<file path="src/rtl/csrBankPkg.sv">
package csrBankPkg;
  parameter int ADDR_W   = 4;
  parameter int DATA_W   = 8;
  localparam int NUM_REGS = 1 << ADDR_W;

  localparam int A_CFG     = 0;
  localparam int A_VERSION = 1;
  localparam int A_CTRL    = 2;
  localparam int A_CORBIT  = 3;
  localparam int A_COUNT   = 4;
  localparam int A_PULSE   = 5;
  localparam int A_WIDE_LO = 6;
  localparam int A_WIDE_HI = 7;
  localparam int A_WONLY   = 8;

  localparam int NIBBLE_W  = 4;
  localparam int ERR_BIT   = 6;
  localparam int PULSE_BIT = 0;

  typedef struct packed {
    logic [NUM_REGS-1:0] wrSel;
    logic [NUM_REGS-1:0] rdSel;
    logic                rdAny;
  } csrStrobes_t;
endpackage

</file>
<file path="src/rtl/csrBankCtrl.sv">
module csrBankCtrl
  import csrBankPkg::*;
(
  input  logic              clk,
  input  logic              rstN,
  input  logic              rdEn,
  input  logic              wrEn,
  input  logic [ADDR_W-1:0] addr,
  output csrStrobes_t       strobes
);
  for (genvar i = 0; i < NUM_REGS; i++) begin : g_dec
    always_comb begin
      strobes.wrSel[i] = wrEn && (addr == ADDR_W'(i));
      strobes.rdSel[i] = rdEn && (addr == ADDR_W'(i));
    end
  end
  assign strobes.rdAny = rdEn;

  a_r10_wr_onehot: assert property (@(posedge clk) disable iff (!rstN)
    $onehot0(strobes.wrSel));
  a_r11_rd_sel_needs_strobe: assert property (@(posedge clk) disable iff (!rstN)
    (strobes.rdSel != '0) |-> rdEn);
endmodule

</file>
<file path="src/rtl/csrBankDatapath.sv">
module csrBankDatapath
  import csrBankPkg::*;
#(
  parameter int READ_PIPE = 0
)(
  input  logic              clk,
  input  logic              rstN,
  input  csrStrobes_t       strobes,
  input  logic [DATA_W-1:0] wrData,
  input  logic [DATA_W-1:0] versionIn,
  input  logic              errEvent,
  input  logic              corEvent,
  input  logic              cntEvent,
  output logic [DATA_W-1:0] rdData,
  output logic [DATA_W-1:0] cfgByte,
  output logic [NIBBLE_W-1:0] cfgNibble,
  output logic              pulseOut,
  output logic [2*DATA_W-1:0] wideCfg,
  output logic [DATA_W-1:0] woCfg
);
  localparam logic [DATA_W-1:0] CNT_MAX = '1;

  logic errSticky, corSticky;
  logic [DATA_W-1:0] evCount;
  logic [DATA_W-1:0] regView [NUM_REGS];
  logic [DATA_W-1:0] muxOut;

  // configuration fields
  always_ff @(posedge clk or negedge rstN) begin
    if (!rstN) begin
      cfgByte   <= '0;
      cfgNibble <= '0;
      wideCfg   <= '0;
      woCfg     <= '0;
      pulseOut  <= 1'b0;
    end else begin
      if (strobes.wrSel[A_CFG])     cfgByte   <= wrData;
      if (strobes.wrSel[A_CTRL])    cfgNibble <= wrData[NIBBLE_W-1:0];
      if (strobes.wrSel[A_WIDE_LO]) wideCfg[DATA_W-1:0] <= wrData;
      if (strobes.wrSel[A_WIDE_HI]) wideCfg[2*DATA_W-1:DATA_W] <= wrData;
      if (strobes.wrSel[A_WONLY])   woCfg     <= wrData;
      pulseOut <= strobes.wrSel[A_PULSE] && wrData[PULSE_BIT];
    end
  end

  // status fields: set events win over clears
  always_ff @(posedge clk or negedge rstN) begin
    if (!rstN) begin
      errSticky <= 1'b0;
      corSticky <= 1'b0;
      evCount   <= '0;
    end else begin
      errSticky <= (errSticky && !(strobes.wrSel[A_CTRL] && wrData[ERR_BIT])) || errEvent;
      corSticky <= (corSticky && !strobes.rdSel[A_CORBIT]) || corEvent;
      if (strobes.rdSel[A_COUNT])
        evCount <= DATA_W'(cntEvent);
      else if (cntEvent && evCount != CNT_MAX)
        evCount <= evCount + 1'b1;
    end
  end

  // read view per address
  always_comb begin
    for (int i = 0; i < NUM_REGS; i++) regView[i] = '0;
    regView[A_CFG]     = cfgByte;
    regView[A_VERSION] = versionIn;
    regView[A_CTRL][NIBBLE_W-1:0] = cfgNibble;
    regView[A_CTRL][ERR_BIT]      = errSticky;
    regView[A_CORBIT][0]          = corSticky;
    regView[A_COUNT]   = evCount;
    regView[A_WIDE_LO] = wideCfg[DATA_W-1:0];
    regView[A_WIDE_HI] = wideCfg[2*DATA_W-1:DATA_W];
  end

  always_comb begin
    muxOut = '0;
    for (int i = 0; i < NUM_REGS; i++)
      muxOut = muxOut | ({DATA_W{strobes.rdSel[i]}} & regView[i]);
  end

  if (READ_PIPE != 0) begin : g_pipe
    logic [DATA_W-1:0] stageData;
    logic              stagePend;
    always_ff @(posedge clk or negedge rstN) begin
      if (!rstN) begin
        stageData <= '0;
        stagePend <= 1'b0;
        rdData    <= '0;
      end else begin
        stagePend <= strobes.rdAny;
        if (strobes.rdAny) stageData <= muxOut;
        if (stagePend)     rdData    <= stageData;
      end
    end
  end else begin : g_direct
    always_ff @(posedge clk or negedge rstN) begin
      if (!rstN) rdData <= '0;
      else if (strobes.rdAny) rdData <= muxOut;
    end
    a_r11_rd_hold: assert property (@(posedge clk) disable iff (!rstN)
      !strobes.rdAny |=> $stable(rdData));
  end

  a_r4_sticky_set: assert property (@(posedge clk) disable iff (!rstN)
    errEvent |=> errSticky);
  a_r5_cor_set: assert property (@(posedge clk) disable iff (!rstN)
    corEvent |=> corSticky);
  a_r6_no_wrap: assert property (@(posedge clk) disable iff (!rstN)
    (evCount == CNT_MAX && !strobes.rdSel[A_COUNT]) |=> evCount == CNT_MAX);
  a_r7_pulse_needs_write: assert property (@(posedge clk) disable iff (!rstN)
    !strobes.wrSel[A_PULSE] |=> !pulseOut);
  a_r9_wonly_stable: assert property (@(posedge clk) disable iff (!rstN)
    !strobes.wrSel[A_WONLY] |=> $stable(woCfg));
endmodule

</file>
<file path="src/rtl/csrBank.sv">
module csrBank
  import csrBankPkg::*;
#(
  parameter int READ_PIPE = 0
)(
  input  logic        clk,
  input  logic        rstN,
  input  logic        rdEn,
  input  logic        wrEn,
  input  logic [3:0]  addr,
  input  logic [7:0]  wrData,
  output logic [7:0]  rdData,
  input  logic [7:0]  versionIn,
  input  logic        errEvent,
  input  logic        corEvent,
  input  logic        cntEvent,
  output logic [7:0]  cfgByte,
  output logic [3:0]  cfgNibble,
  output logic        pulseOut,
  output logic [15:0] wideCfg,
  output logic [7:0]  woCfg
);
  csrStrobes_t strobes;

  csrBankCtrl i_ctrl (
    .clk     (clk),
    .rstN    (rstN),
    .rdEn    (rdEn),
    .wrEn    (wrEn),
    .addr    (addr),
    .strobes (strobes)
  );

  csrBankDatapath #(.READ_PIPE(READ_PIPE)) i_dp (
    .clk       (clk),
    .rstN      (rstN),
    .strobes   (strobes),
    .wrData    (wrData),
    .versionIn (versionIn),
    .errEvent  (errEvent),
    .corEvent  (corEvent),
    .cntEvent  (cntEvent),
    .rdData    (rdData),
    .cfgByte   (cfgByte),
    .cfgNibble (cfgNibble),
    .pulseOut  (pulseOut),
    .wideCfg   (wideCfg),
    .woCfg     (woCfg)
  );
endmodule

</file>
<file path="config.mk">
export PLATFORM = sky130hd
export DESIGN_NAME = csrBank
export DESIGN_NICKNAME = d
export VERILOG_FILES = /design/src/rtl/csrBankPkg.sv /design/src/rtl/csrBankCtrl.sv /design/src/rtl/csrBankDatapath.sv /design/src/rtl/csrBank.sv
export SDC_FILE = /design/constraint.sdc
export NUM_CORES = 1
export LEC_CHECK = 0
export ABC_AREA = 0
export BUFFER_PORTS_ARGS = -buffer_cell sky130_fd_sc_hd__buf_2
export CORE_UTILIZATION = 52
export DETAILED_ROUTE_END_ITERATION = 8
export HOLD_SLACK_MARGIN = 0.1
export PLACE_DENSITY = 0.82
export SYNTH_ARGS = -nofsm -noshare
export SYNTH_HDL_FRONTEND = slang
export SYNTH_SLANG_ARGS = --single-unit
</file>
<file path="constraint.sdc">
create_clock -name clk -period 1.75 [get_ports clk]
set_input_delay 0.35 -clock clk [delete_from_list [all_inputs] [get_ports clk]]
set_output_delay 0.35 -clock clk [all_outputs]
set_load 0.01 [all_outputs]
</file>
Word-level counts from Yosys, hierarchy flattened
Cells that the tools add are included.
- $add $sub $neg: 1
- multipliers: 0
- div/mod/pow operators: 0
- $lt $le $gt $ge: 0
- equal/unequal tests: 9
- shift operators: 0
- mux-type cells: 2
- bitwise logic cells: 13
- reductions and logical operators: 24
- operators with widths (cell ; number):
    8-bit bitwise OR ; 6
    8-bit bitwise AND ; 5
    1-bit logical AND ; 18
    4-bit by 3-bit == test with 1-bit output, second input constant ; 4
    8-bit two-way mux ; 2
    8-bit by 1-bit adder with 8-bit output, second input constant ; 1
    8-bit by 1-bit bitwise AND with 8-bit output ; 1
    8-bit by 7-bit bitwise AND with 8-bit output ; 1
    4-bit by 2-bit == test with 1-bit output, second input constant ; 2
    8-bit inequality test, second input constant ; 1
    4-bit by 1-bit == test with 1-bit output, second input constant ; 1
    4-bit == test, second input constant ; 1
    4-bit zero test ; 1
    1-bit zero test ; 2
    1-bit logical OR ; 2
    2-bit nonzero test ; 1
- flip-flop bits (word level): 55
- bits in latches: 0
- bits in writable memories: 0
- bits in read-only memories: 0
- bits of input ports: 27
- word-level logic and storage cells: 59
- memories kept: 0

Longest topological paths before layout
Gate-level depths: netlist of run 1.
- word-level depth: 9
- gate-level depth with buffers: 6
- depth with buffers taken out: 4

Modules after synthesis
Synthesis of run 1 repeated with hierarchy kept, for this count alone.
- cells, all modules: 232
- area total of the unflattened synthesis: 2606.2 um^2
- by module, submodules not included (module ; instances ; cells an instance ; area an instance (um^2) ; sequential area each (um^2)):
    csrBankDatapath ; 1 ; 184 ; 2381.0 ; 1376.3
    csrBankCtrl ; 1 ; 48 ; 225.2 ; 0.0

Worst setup path after synthesis of run 1
OpenSTA, ideal clock, no wires.
- kind: input -> register
- from: in addr[0]
- to: reg i_dp.evCount[2]
- arrival: 1.420 ns
- setup slack: 0.198 ns
- cell stages on the path: 5
- path through: buf_2 -> or4b_1 -> buf_2 -> nor2_1 -> nor3_1
- word-level cells in the longest chain between the ends: 3
- elaborated cells between the ends (all ways): 4
- classes of those cells: eq/ne: 1; mux: 1; reduce/logical: 2
- ends and longest elaborated chain (item ; RTL line ; source):
    start, declared ; csrBank.sv:10 ; input logic [3:0] addr,
    4-bit by 3-bit == test with 1-bit output * ; - ;
    1-bit logical AND * ; csrBankCtrl.sv:14 ; strobes.rdSel[i] = rdEn && (addr == ADDR_W'(i));
    8-bit two-way mux / 2-bit nonzero test (equally long branches) ; - ;
    end signal, assigned ; csrBankDatapath.sv:56 ; evCount <= DATA_W'(cntEvent);
    end signal, assigned ; csrBankDatapath.sv:58 ; evCount <= evCount + 1'b1;
    end, declared ; csrBankDatapath.sv:24 ; logic [DATA_W-1:0] evCount;
Mark *: on every way between the ends. The rest lies on a longest branch, timed or not.
A chain may end at the register's enable or synchronous reset.

Final worst setup path of run 1
- from: reg i_dp.evCount[4]
- to: reg i_dp.evCount[5]
- word-level cells in the longest chain between the ends: 3
- elaborated cells between the ends (all ways): 6
- classes of those cells: add/sub: 1; eq/ne: 1; mux: 2; reduce/logical: 2
- ends and longest elaborated chain (item ; RTL line ; source):
    8-bit by 1-bit adder with 8-bit output / 8-bit inequality test (equally long branches) ; csrBankDatapath.sv:58, csrBankDatapath.sv:57 ;
    8-bit two-way mux / 1-bit logical AND (equally long branches) ; csrBankDatapath.sv:57 ; else if (cntEvent && evCount != CNT_MAX)
    8-bit two-way mux / 2-bit nonzero test (equally long branches) ; - ;
Several ways; a longest one is shown, not always the timed one. The select of a mux whose other input is x is not followed.

==> out/results.ini, run 1 <==
[critical_path]
critPathMaxFanout=7
crit_arrival_ns=1.78
cp-end-kind=flip-flop
required_ns=2.00
cp-start-kind=flip-flop
worst_r2r_startpoint=i_dp.evCount[4]
critPathKind=reg2reg
cp-startpoint=i_dp.evCount[4]

[logic_synthesis]
synth_top_area_frac=0.516
synth_top_family_by_area=multiplexers
synth_ff_type=dfrtp_1
synth_edf_count=0
yosys_warnings=0
synth_nets=242
yosys.area_share.adder=0.00469
ys_types=43
synth_top_cells_by_count=dfrtp_1 (55), mux2_2 (42), mux2i_1 (11)
ys_async_sr_fraction=1.00
synth_area_leader_cell=dfrtp_1
synth_seq_area_share=0.516
synth_xor_area_frac=0
avgSynthCellArea_sq_um=12.5
syn_inst=214
muxShareOfSynthArea=0.227
synth-compound-area-share=0.122
syn_area_sq_um=2670
yosys-top-cells-area=dfrtp_1 (52%), mux2_2 (18%), mux2i_1 (4.1%)
yosysMostFrequentCell=dfrtp_1
yosys.area_share.simple=0.0990
ys_ff_latch=55

[placed_design]
post-place-ws_ns=0.0435
place_inst=356
routabilityCongestion=0.819
port_buffers=71
place_area_sq_um=3170
dp_hpwl_um=4720

[pwr]
p_seq_frac=0.510
pwr-share-comb=0.277
vdd_drop_max_v=0.000600
p_leak_nw=1.58
power.internal_mw=2.34
swShare=0.335
total_power_mw=3.52
powerDensity_nw_per_um2=1070
pwr-share-clk=0.213
switchingPower_mw=1.18

[status]
status=finished, final reports clean

[sta]
relSlewSlack=0.570
hold_viol_final=0
rsz0062_at_grt=no
setup_viol=0
timing.fmax_ghz=0.653
clock_skew_ns=0.00646
setup_ws_ns=0.219
setup_tns_ns=0
fin_crit_ns=1.53
final.period_utilization=0.875
tightest_slew_ns=0.645
drv_slew=0

[finish]
nFillCells=391
syn_to_final_growth_pct=23.0
nets=325
design_area_sq_um=3280
diodes=0
layout-drive-gt1-share=0.466
stdcell_count=365

[clock_network]
htree_levels=2
cts_buffer_depth=2
cts_tree=built
cts_buffers=5
cts.sinks=55
insertion_delay_ns=0.32
root_buffer=clkbuf_8
clk_pin_slew_ns=0.11

[global_routing]
grt_pass1_wl_um=10200
overflow=0
track_usage=0.255
antenna_found_initial=0
grt_pass1_vias=2000
grt_max_degree=30

[floorplan]
row_count=25
core_sq_um=4820
die_h_um=73.6
die_area_sq_um=5420
die_w_um=73.6
pin_count=72
initial_core_util=0.554

[routing]
remaining_drc_errors=0
wire_per_inst_um=17.4
vias=2103
wl_um=6370
via_per_inst=5.76
final_antenna_net_count=0
drtIter0Drc=177
dr.pass1.iters=4

[hold_path]
hp-start=errEvent
hp-class=in2reg

[job]
cap_violations=0

==> layout by cell type (no fill, tap or decap), types with 2 or more instances in the layout <==
cell type,synthesis,routed
nor2_1,7,7
o211ai_1,2,2
buf_4,1,13
and3_1,2,2
nor2b_1,3,3
o32ai_1,2,2
o2bb2ai_1,4,4
mux2_2,42,42
o41ai_1,2,2
nand2_1,4,4
buf_2,7,71
inv_1,9,9
a221o_1,3,3
dfrtp_1,55,55
a21o_1,2,2
o21ai_0,5,5
or4_1,3,3
a221oi_1,4,4
mux2i_1,11,11
nand3b_1,2,2
nand4_1,2,2
a22o_1,3,3
nand2b_1,3,3
a211o_1,3,3
nand3_1,5,5
a21oi_1,6,6
nor3_1,4,4
clkbuf_8,0,5
a211oi_1,2,2
==> per-stage QoR <==
| stage | hold slack, ns | utilization |
|---|---|---|
| final | 0.220 | 0.681 |
| after global routing | 0.217 | 0.681 |
| after CTS | 0.215 | 0.681 |
| after detailed placement | 0.409 | 0.659 |
| after global placement | 0.405 | 0.659 |
| after floorplan | 0.0544 | - |
==> power by group through the flow <==
stage          combinational (mW)  sequential (mW)  clock [mW]
2_1_floorplan               0.481             1.86           0
3_3_place_gp                0.942             1.80           0
3_5_place_dp                0.975             1.82           0
4_1_cts                     0.981             1.79       0.769
5_1_grt                      1.06             1.84       0.813
6_report                    0.974             1.79       0.751
==> routing by layer <==
layer | wire length (um) | vias up | part of all wire | track usage
li1 | - | 981 | - | -
met2 | 3070 | 65 | 0.48 | 0.389
met4 | 152 | 0 | 0.024 | 0.0919
met5 | 0 | - | 0 | 0
met1 | 2920 | 1044 | 0.46 | 0.364
met3 | 235 | 13 | 0.037 | 0.0453
==> flip-flops by register name, summed over array words and instances, names as in the netlist <==
register,cells
i_dp.cfgByte,8
i_dp.cfgNibble,4
i_dp.corSticky,1
i_dp.errSticky,1
i_dp.evCount,8
i_dp.pulseOut,1
i_dp.rdData,8
i_dp.wideCfg,16
i_dp.woCfg,8
==> critical path, cell delays in order, from the launching register on <==
cell and delay (ns):
dfrtp_1 0.46, and4_1 0.30, a2111oi_1 0.48, mux2i_1 0.22
==> logic make-up after synthesis <==
logic type,Yosys count
AOI/OAI and AO/OA,42
DFF,55
buffers and inverters,19
adders and majority gates,1
muxes,54
and+or+nand+nor,43
==> final cells by class <==
| class | count | area [sq um] | share of cell area |
|---|---|---|---|
| multi-input combinational | 140 | 1210 | 0.368 |
| clock inverter | 3 | 27.5 | 0.00839 |
| tap | 67 | 83.8 | 0.0256 |
| inverter | 9 | 33.8 | 0.0103 |
| timing repair buffer | 86 | 483 | 0.147 |
| sequential | 55 | 1380 | 0.420 |
| clock buffer | 5 | 68.8 | 0.0210 |
==> repair_timing <==
item | in CTS | in global routing
endpoints found under the hold margin | 26 | 0
hold buffers | 1 | 0
resized for setup | 0 | 0
setup buffers | 0 | 0
setup endpoints to repair | 0 | 0
==> path summary, 6_finish.rpt <==
kind	end	cells past startpoint	slack, ns
setup / recovery	i_dp.evCount[5]	3	0.22
hold / removal	i_dp.errSticky	2	0.22
setup reg to reg	i_dp.evCount[5]	3	0.22
hold reg to reg	i_dp.corSticky	1	0.50
max in group asynchronous	i_dp.woCfg[2]	3	0.60
min in group asynchronous	i_dp.evCount[3]	2	0.58
Power figures use the tool's default switching activity.
==> run 2, diff against run 1 <==
--- a/config.mk
+++ b/config.mk
@@ -7,6 +7,7 @@
 export LEC_CHECK = 0
 export ABC_AREA = 0
 export BUFFER_PORTS_ARGS = -buffer_cell sky130_fd_sc_hd__buf_2
+export CORE_MARGIN = 4
 export CORE_UTILIZATION = 52
 export DETAILED_ROUTE_END_ITERATION = 8
 export HOLD_SLACK_MARGIN = 0.1
==> run 2 against run 1 <==
  * First-iteration DRC count is 19% lower
  * Sequential power hardly changed
  * Via count is 1.7% higher
  * Clock-buffer cell count stayed put
  * Total power is 4.9% higher
  * Sequential cell count stayed put
  * Non-clock buffer count is 2 higher
  * Critical path depth stayed put
  * Final cell count is 0.55% higher
  * Clock power is 17% higher
  * Wire length is 7.7% higher
  * Worst hold slack worse by 0.013 ns
  * Largest power group unchanged
==> out/results.ini, run 2 (synthesis results as in run 1) <==
[floorplan]
core_sq_um=4850  ; +0.65%
row_count=25  ; unchanged
initial_core_util=0.550  ; -0.00357
die_w_um=79.6  ; +8.2%
die_h_um=79.6  ; +8.2%
die_area_sq_um=6340  ; +17%
pin_count=72  ; unchanged

[global_routing]
track_usage=0.233  ; -0.0214
grt_pass1_wl_um=11200  ; +10%
overflow=0  ; unchanged
grt_max_degree=35  ; +17%
antenna_found_initial=0  ; unchanged
grt_pass1_vias=2133  ; +6.7%

[pwr]
pwr-share-clk=0.238  ; +0.025
powerDensity_nw_per_um2=1110  ; +3.9%
swShare=0.326  ; -0.00904
p_seq_frac=0.485  ; -0.025
switchingPower_mw=1.20  ; +2.1%
vdd_drop_max_v=0.000915  ; +53%
pwr-share-comb=0.277  ; about the same
power.internal_mw=2.49  ; +6.4%
p_leak_nw=1.60  ; +1.1%
total_power_mw=3.69  ; +4.9%

[sta]
final.period_utilization=0.877  ; +0.00188
relSlewSlack=0.651  ; +0.0806
tightest_slew_ns=0.524  ; -0.121 ns
clock_skew_ns=0.00893  ; +0.00248 ns
hold_viol_final=0  ; unchanged
setup_viol=0  ; unchanged
setup_tns_ns=0  ; unchanged
rsz0062_at_grt=no
timing.fmax_ghz=0.652  ; -0.21%
setup_ws_ns=0.216  ; -0.00329 ns
drv_slew=0  ; unchanged
fin_crit_ns=1.53  ; +0.00329 ns
whs_ns=0.207  ; -0.0132 ns

[status]
status=finished, final reports clean

[critical_path]
required_ns=2.00  ; about the same
crit_arrival_ns=1.78  ; about the same
crit_path_max_incr_delay_ns=0.48  ; about the same
critPathKind=reg2reg
cp-end-kind=flip-flop
critPathMaxFanout=7  ; unchanged
slowest_stage=a2111oi_1
cp-start-kind=flip-flop
crit_chain=and4_1 -> a2111oi_1 -> mux2i_1

[clock_network]
cts_buffer_depth=2  ; unchanged
insertion_delay_ns=0.32  ; about the same
postCtsSetupBuffers=0  ; unchanged
cts_tree=built
htree_levels=2  ; unchanged
root_buffer=clkbuf_8
cts_buffers=5  ; unchanged
clk_pin_slew_ns=0.11  ; about the same
cts.sinks=55  ; unchanged

[routing]
vias=2139  ; +1.7%
via_per_inst=5.83  ; +1.2%
wire_per_inst_um=18.7  ; +7.1%
wl_um=6860  ; +7.7%
dr.pass1.iters=4  ; unchanged
final_antenna_net_count=0  ; unchanged
remaining_drc_errors=0  ; unchanged
drtIter0Drc=144  ; -19%

[finish]
layout-drive-gt1-share=0.470  ; +0.00356
mostFrequentLayoutCell=buf_2
final_util=0.683  ; +0.00258
nets=327  ; +0.62%
stdcell_count=367  ; +0.55%
top_register=i_dp.wideCfg
mostFrequentLayoutCells=buf_2 (71), dfrtp_1 (55), mux2_2 (42)
diodes=0  ; unchanged
design_area_sq_um=3310  ; +1.0%
largest_reg_flops=16  ; unchanged
syn_to_final_growth_pct=24.3

[placed_design]
place_area_sq_um=3190  ; +0.47%
place_inst=358  ; +0.56%
dp_hpwl_um=5090  ; +7.8%
port_buffers=71  ; unchanged
post-place-ws_ns=0.0208  ; -0.0227 ns
routabilityCongestion=0.804  ; -1.8%

[job]
cap_violations=0  ; unchanged

[hold_path]
hp-class=in2reg

run 2: cell types whose count changed in the layout (fill, tap and decap cells not counted):
| cell | change |
|---|---|
| bufinv_16 | +1 |
| inv_8 | -1 |
| buf_4 | +2 |
run 2: metal layers:
layer / vias up / global-route usage / share of wire
met5: - / 0 / 0
met4: 0 / 0.0722 / 0.017
met3: 12 / 0.0406 / 0.053
met2: 80 / 0.367 / 0.50
met1: 1059 / 0.329 / 0.43
li1: 988 / - / -
run 2: repair_timing:
| action | in CTS | in global routing |
|---|---|---|
| gates resized for setup | 0 | 0 |
| hold buffers | 1 | 0 |
| endpoints found under the hold margin | 21 | 0 |
run 2: critical path, delay by kind of cell (launching register included):
kind / cells / cell delay [ns]
mux: 1 / 0.25
compound gates: 1 / 0.48
flops: 1 / 0.44
simple gates: 1 / 0.29
run 2: path summary, 6_finish.rpt:
check                                startpoint                to  slack (ns)  depth (start not counted)
worst max-delay path            i_dp.evCount[7]   i_dp.evCount[5]        0.22                          3
worst min-delay path                   corEvent    i_dp.corSticky        0.21                          2
worst max register to register  i_dp.evCount[7]   i_dp.evCount[5]        0.22                          3
worst min register to register   i_dp.corSticky    i_dp.corSticky        0.49                          1
max in group asynchronous                  rstN  i_dp.wideCfg[13]        0.66                          3
min in group asynchronous                  rstN   i_dp.cfgByte[1]        0.53                          2
run 2: area by class of cell:
class | instances | area, sq um
sequential | 55 | 1380
tap | 67 | 83.8
clock buffer | 5 | 68.8
inverter | 9 | 33.8
timing repair buffer | 88 | 498
multi-input combinational | 140 | 1210
clock inverter | 3 | 46.3
fill | 367 | 1540
run 2: power by group through the flow:
stage / registers [mW] / logic [mW] / clock network [mW]
2_1_floorplan: 1.86 / 0.481 / 0
3_3_place_gp: 1.80 / 0.983 / 0
3_5_place_dp: 1.81 / 1.02 / 0
4_1_cts: 1.78 / 1.03 / 0.888
5_1_grt: 1.83 / 1.13 / 0.936
6_report: 1.79 / 1.02 / 0.880
